`src/rtl/os_pkg.sv`:
```
// Shared types for the one-shot. Holds the bundle of the three control
// lines and the level each line takes when the block is idle or in reset.
package os_pkg;
    typedef struct packed {
        logic fire_n;
        logic fire_p;
        logic clr_n;
    } os_ctl_t;

    // Idle levels: both triggers inhibited, clear asserted.
    localparam os_ctl_t OS_IDLE = '{fire_n: 1'b1, fire_p: 1'b0, clr_n: 1'b0};
endpackage

```
`src/rtl/os_sync.sv`:
```
// Multi-stage synchroniser for a vector of asynchronous lines.
// Assumes each line changes slowly compared with the clock; all stages
// reset to RST_VAL.
module os_sync #(
    parameter int          W       = 3,
    parameter int          STAGES  = 2,
    parameter logic [W-1:0] RST_VAL = '0
) (
    input  logic         clk,
    input  logic         rst_n,
    input  logic [W-1:0] d,
    output logic [W-1:0] q
);
    logic [W-1:0] stg [STAGES];

    // First stage samples the asynchronous inputs.
    always_ff @(posedge clk) begin
        if (!rst_n) stg[0] <= RST_VAL;
        else        stg[0] <= d;
    end

    for (genvar i = 1; i < STAGES; i++) begin : g_stage
        // Later stages settle the sampled value.
        always_ff @(posedge clk) begin
            if (!rst_n) stg[i] <= RST_VAL;
            else        stg[i] <= stg[i-1];
        end
    end

    assign q = stg[STAGES-1];
endmodule

```
`src/rtl/os_trig_qual.sv`:
```
// Edge detection and trigger qualification. It compares each synchronised
// line with its value one cycle earlier and raises trig for any of the
// three valid trigger conditions. Assumes its input is already synchronous.
module os_trig_qual
    import os_pkg::*;
(
    input  logic    clk,
    input  logic    rst_n,
    input  os_ctl_t cur,
    output logic    trig
);
    os_ctl_t prev;
    logic    fall_n, rise_p, rise_clr;

    // Previous-cycle copy of the synchronised lines.
    always_ff @(posedge clk) begin
        if (!rst_n) prev <= OS_IDLE;
        else        prev <= cur;
    end

    // Edge detection and the three qualified trigger conditions.
    always_comb begin
        fall_n   = prev.fire_n & ~cur.fire_n;
        rise_p   = ~prev.fire_p & cur.fire_p;
        rise_clr = ~prev.clr_n & cur.clr_n;
        trig     = (fall_n & cur.fire_p)
                 | (rise_p & ~cur.fire_n)
                 | (rise_clr & ~cur.fire_n & cur.fire_p);
    end
endmodule

```
`src/rtl/os_timer.sv`:
```
// Pulse counter and retrigger lockout. An accepted trigger loads the length
// and starts the lockout window. The output is high while the count is
// nonzero. Assumes clr_n is synchronous; clear low empties both counters.
module os_timer #(
    parameter int LEN_W    = 16,
    parameter int LOCK_CYC = 4
) (
    input  logic             clk,
    input  logic             rst_n,
    input  logic             clr_n,
    input  logic             trig,
    input  logic [LEN_W-1:0] len,
    output logic             accept,
    output logic             q
);
    localparam int               LK_W   = $clog2(LOCK_CYC + 1);
    localparam logic [LK_W-1:0]  LOCK_V = LK_W'(LOCK_CYC);

    logic [LEN_W-1:0] cnt;
    logic [LK_W-1:0]  lock;

    // A trigger is taken only with clear released and the lockout expired.
    assign accept = trig & clr_n & (lock == '0);

    // Remaining pulse cycles: reload on accept, else count down to zero.
    always_ff @(posedge clk) begin
        if (!rst_n || !clr_n) cnt <= '0;
        else if (accept)      cnt <= len;
        else if (cnt != '0)   cnt <= cnt - 1'b1;
    end

    // Lockout window counted from each accepted trigger.
    always_ff @(posedge clk) begin
        if (!rst_n || !clr_n) lock <= '0;
        else if (accept)      lock <= LOCK_V;
        else if (lock != '0)  lock <= lock - 1'b1;
    end

    assign q = (cnt != '0);
endmodule

```
`src/rtl/retrig_oneshot.sv`:
```
// Top of the retriggerable one-shot: synchroniser, trigger qualifier and
// pulse timer in series. Assumes LOCK_CYC is between 1 and 15 and SYNC_STAGES
// is at least 2.
module retrig_oneshot
    import os_pkg::*;
#(
    parameter int LEN_W       = 16,
    parameter int LOCK_CYC    = 4,
    parameter int SYNC_STAGES = 2
) (
    input  logic             clk,
    input  logic             rst_n,
    input  logic             fire_n,
    input  logic             fire_p,
    input  logic             clr_n,
    input  logic [LEN_W-1:0] len_i,
    output logic             pulse_o,
    output logic             pulse_n_o
);
    os_ctl_t raw, syn;
    logic    trig, accept, q;

    assign raw = '{fire_n: fire_n, fire_p: fire_p, clr_n: clr_n};

    os_sync #(.W(3), .STAGES(SYNC_STAGES), .RST_VAL(OS_IDLE)) u_sync (
        .clk(clk), .rst_n(rst_n), .d(raw), .q(syn)
    );

    os_trig_qual u_qual (
        .clk(clk), .rst_n(rst_n), .cur(syn), .trig(trig)
    );

    os_timer #(.LEN_W(LEN_W), .LOCK_CYC(LOCK_CYC)) u_timer (
        .clk(clk), .rst_n(rst_n), .clr_n(syn.clr_n), .trig(trig),
        .len(len_i), .accept(accept), .q(q)
    );

    assign pulse_o   = q;
    assign pulse_n_o = ~q;
endmodule

```
`config.mk`:
```
export PLATFORM = sky130hd
export DESIGN_NAME = retrig_oneshot
export DESIGN_NICKNAME = d
export VERILOG_FILES = /design/src/rtl/os_pkg.sv /design/src/rtl/os_sync.sv /design/src/rtl/os_trig_qual.sv /design/src/rtl/os_timer.sv /design/src/rtl/retrig_oneshot.sv
export SDC_FILE = /design/constraint.sdc
export NUM_CORES = 1
export LEC_CHECK = 0
export ABC_AREA = 1
export ABC_CLOCK_PERIOD_IN_PS = 4400
export BUFFER_PORTS_ARGS = -buffer_cell sky130_fd_sc_hd__clkbuf_2
export CORE_MARGIN = 2
export CORE_UTILIZATION = 50
export DETAILED_ROUTE_END_ITERATION = 6
export PLACE_DENSITY = 0.71
export SETUP_SLACK_MARGIN = 0.5
export SLEW_MARGIN = 5
export SYNTH_ARGS = -nofsm -noshare
export SYNTH_HDL_FRONTEND = slang
export SYNTH_SLANG_ARGS = --single-unit
```
`constraint.sdc`:
```
create_clock -name clk -period 4.4 [get_ports clk]
set_input_delay 0.66 -clock clk [delete_from_list [all_inputs] [get_ports clk]]
set_output_delay 0.66 -clock clk [all_outputs]
set_load 0.05 [all_outputs]
```
---- After elaboration in Yosys (flattened, before gate mapping) ----
Memories as Yosys holds them, arrays and structs flattened.
Cells that the tools add are included.
operators by class
  add/sub/neg operators ................... 2
  multipliers ............................. 0
  divide/modulo/power cells ............... 0
  $lt $le $gt $ge ......................... 0
  equality and inequality tests ........... 0
  shift operators ......................... 0
  multiplexer cells ....................... 8
  bitwise logic cells ..................... 17
  reductions and logical operators ........ 9
operators by type and width
  kind                                                 number
  2-to-1 mux 16 bit                                    2
  nonzero test 16 bit                                  1
  subtractor 16 x 1 -> 16 bit (second input constant)  1
  2-to-1 mux 3 bit                                     4
  AND 1 bit                                            9
  NOT 1 bit                                            4
  bitwise OR 1 bit                                     4
  nonzero test 2 bit                                   2
  logical NOT 3 bit                                    1
  nonzero test 3 bit                                   1
  subtractor 3 x 1 -> 3 bit (second input constant)    1
  logical NOT 1 bit                                    2
  2-to-1 mux 1 bit                                     2
  OR reduction 2 bit                                   1
  logical OR 1 bit                                     1
storage, ports and cells
  register bits after elaboration ......... 22
  bits in latches ......................... 0
  memory bits (writable) .................. 6
  ROM bits ................................ 0
  output and inout port bits .............. 2
  logic and storage cells ................. 43
  memories ................................ 1
memory list
  memory      depth  width  rd ports  clocked after Yosys merged registers in  wr ports  line           RTL
  u_sync.stg  2      3      2         0                                        2         os_sync.sv:14  logic [W-1:0] stg [STAGES];

---- Depth between registers and ports, before layout ----
  depth in word-level cells ............... 8
  mapped depth ............................ 10
  depth with buffers taken out ............ 10

---- Hierarchy ----
From an unflattened synthesis, not the netlist that was laid out.
unflattened totals
  cells, all modules ...................... 235
  area total of the unflattened synthesis .. 1590.3 um^2
by module, submodules not included
  module          instances  cells an instance  area each (um^2)  seq. area each (um^2)
  os_timer        1          201                1311.3            380.4
  os_sync         1          18                 165.2             120.1
  os_trig_qual    1          15                 110.1             60.1
  retrig_oneshot  1          1                  3.8               0.0

---- Worst setup path before layout ----
No wires, ideal clock.
  kind .................................... flip-flop to output port
  start ................................... reg u_timer.cnt[0]
  end ..................................... out pulse_o
  data arrival time ....................... 1.793 ns
  setup slack ............................. 1.947 ns
  stages on the path, launching flop included .. 8
  cells stage by stage .................... dfxtp_1 > inv_1 > ha_1 > nand3_2 > nor2_4 > nand2_2 > nor2_2 > inv_1
between the ends
  longest elaborated chain between the ends .. 1
ends and longest elaborated chain
  item                      line                  RTL
  start: declaration        os_timer.sv:19        logic [LEN_W-1:0] cnt;
  start signal: assignment  os_timer.sv:28        else if (accept) cnt <= len;
  start signal: assignment  os_timer.sv:29        else if (cnt != '0) cnt <= cnt - 1'b1;
  nonzero test 16 bit       os_timer.sv:39        assign q = (cnt != '0);
  end: declaration          retrig_oneshot.sv:17  output logic pulse_o,
Every way passes these cells.

---- Worst setup path in the final report ----
  start ................................... reg u_timer.cnt[0]
  end ..................................... out pulse_n_o
between the ends
  longest elaborated chain between the ends .. 2
ends and longest elaborated chain
  item                 line                  RTL
  nonzero test 16 bit  os_timer.sv:39
  NOT 1 bit            retrig_oneshot.sv:39  assign pulse_n_o = ~q;
  end: declaration     retrig_oneshot.sv:18  output logic pulse_n_o
Every way passes these cells.

==> results_dict.tcl <==
set metrics [dict create \
    cts.sinks 28 \
    synth_edf_count 0 \
    synth-seq-cells 28 \
    final_antenna_net_count 0 \
    r2r_setup_slack_ns 2.49 \
    vias 1433 \
    fin_skew_ns 0.009703 \
    wl_um 3059 \
    crit_arrival_ns 1.86 \
    ios 23 \
    cts_buffers 3 \
    start_kind "flip-flop" \
    yosysWarnings 0 \
    reg2reg_depth 10 \
    final_nets 281 \
    fmax_mhz 396.9 \
    post_cts_resize_count 0 \
    period_share 0.5727 \
    r2r-start "u_timer.lock[0]" \
    critPathRequiredTime_ns 3.74 \
    clk_latency_ns 0.34 \
    leakage_uw 0.0009139 \
    core_um2 3003 \
    ctsHoldBuffers 0 \
    hold_violations 0 \
    layout_commonest_cell "nand2_1" \
    area_delta_synth_final_pct 10.71 \
    gp_congestion 0.8539 \
    holdPathEnd "u_sync.stg[1][1]" \
    hold_path.class "flip-flop to flip-flop" \
    wl_per_cell_um 10.58 \
    synth_area_um2 1565 \
    seq_area_frac_synth 0.3581 \
    path_clk_slew_ns 0.15 \
    grt_overflow 0 \
    slew_headroom 0.6710 \
    grtUsageTotal 0.2015 \
    crit_fanout 4 \
    cts-root-buf "clkbuf_4" \
    drc 0 \
    clockBufferDepth 2 \
    finalSetupViolations 0 \
    grt_max_degree 32 \
    layout_common_cells "nand2_1 (70), nor2_1 (37), dfxtp_1 (28)" \
    grt_pass1_vias 1330 \
    cts_max_level 1 \
    worstMarginPinSlew_ns 0.4923 \
    holdPathStages 2 \
    async_flop_share 0 \
    crit_path_end_kind "output port" \
    peakVddDrop_v 0.0002324 \
    io_buffers 22 \
    synth_cells 235 \
    die_h_um 59.95 \
    drv_cap 0 \
    timing.rr.end "u_timer.cnt[0]" \
    tns_ns 0 \
    power_density_nw_per_um2 378.6 \
    fin_util 0.5771 \
    routed_via_density 4.958 \
    drtIter0Drc 79 \
    place_hpwl_um 2260 \
    synth_fp_nets 259 \
    synth.distinct_cells 27 \
    fp.dieW_um 59.95 \
    first_pass_iters 4 \
    outcome "finished, final reports clean" \
    drv_slew 0 \
    cts_setup_buffers 0 \
    synth-main-ff-cell "dfxtp_1" \
    avgSynthCellArea_um2 6.661 \
    fin_crit_ns 2.520 \
    initial_core_util 0.5212 \
    antenna_found_initial 0 \
    worstHoldStart "u_sync.stg[0][1]" \
    grt_pass1_wl_um 5506 \
    critical_path_class "flip-flop to output port" \
    rsz0062_at_grt "false" \
    drive_above_1_share 0.1602 \
    die-area_um2 3594 \
    cts_tree "done" \
    row_count 20 \
    antenna_cells 0 \
]
## stage by stage
stage / cells / setup slack [ns] / total power [µW] / instance area, µm² / hold WS [ns]
2_1_floorplan: 235 / 1.947 / 444.9 / 1565 / 0.3795
5_1_grt: 289 / 1.695 / 706.7 / 1733 / 0.4519
3_5_place_dp: 285 / 2.291 / 487.3 / 1680 / 0.3968
6_report: 289 / 1.880 / 656.1 / 1733 / 0.4262
3_3_place_gp: 285 / 2.336 / 485.8 / 1680 / 0.3804
4_1_cts: 289 / 1.856 / 663.6 / 1733 / 0.4291
## synth_stat cells (2+ instances only)
cell type,number,area share
nand2_1,70,0.17
inv_1,27,0.065
nand3_1,18,0.058
nand2_2,2,0.0080
nor2_1,37,0.089
buf_2,2,0.0064
nor2_4,4,0.029
nand4_1,2,0.0080
a21oi_1,7,0.022
buf_6,2,0.014
nor2_2,3,0.012
ha_1,3,0.024
o21ai_0,8,0.026
or2_0,4,0.016
nand3_2,3,0.019
o211ai_1,2,0.0096
xnor2_1,3,0.017
dfxtp_1,28,0.36
nand3b_1,2,0.0096
## cell type report
cell class | instances | area, µm²
multi-input cells | 173 | 859.6
clock buffers | 3 | 22.52
well taps | 33 | 41.29
flip-flops and latches | 28 | 560.5
repair buffers | 22 | 110.1
fillers | 325 | 1270
inverters | 29 | 108.9
clock inverters | 1 | 30.03
## flip-flops by register name, summed over array words and instances (netlist names)
register      count
u_sync.stg        6
u_qual.prev       3
u_timer.lock      3
u_timer.cnt      16
## logic make-up (layout without fill, tap and decap cells)
kind of cell,after synthesis,count (layout),synth area share
compound gates,18,18,0.06235
xor+xnor,4,4,0.02239
fa+ha+maj,3,3,0.02398
buf+inv,34,55,0.09272
flops,28,28,0.3581
simple gates,148,148,0.4404
## worst max-delay path, cell delays in order, from the launching register on
cell,delay [ns]
dfxtp_1,0.37
inv_1,0.11
ha_1,0.23
nand3_2,0.15
nor2_4,0.17
nand2_2,0.08
nor2_2,0.13
clkbuf_2,0.30
## how the worst max path moves through the flow
stage                              start        end  slack, ns  cells past startpoint
after floorplan           u_timer.cnt[0]    pulse_o       1.95                      7
after global routing      u_timer.cnt[0]  pulse_n_o       1.70                      7
after detailed placement  u_timer.cnt[0]  pulse_n_o       2.29                      7
after CTS                 u_timer.cnt[0]  pulse_n_o       1.86                      7
final                     u_timer.cnt[0]  pulse_n_o       1.88                      7
after global placement    u_timer.cnt[0]  pulse_n_o       2.34                      7
## where the power goes
part,total [µW],leakage [µW],switching [µW],internal [µW]
Sequential,267,0.000227,5.79,262
Clock,174,0.0000279,82.1,92.1
Combinational,214,0.000659,138,76.2
Total,656,0.000914,226,430
## per-layer routing
layer,global-route usage,vias up,share of wire
li1,-,766,-
met1,0.2493,628,0.48
met2,0.3463,37,0.46
met3,0.05628,2,0.054
met4,0.04444,0,0.0069
met5,0,-,0
(Power assumes the default switching activity.)
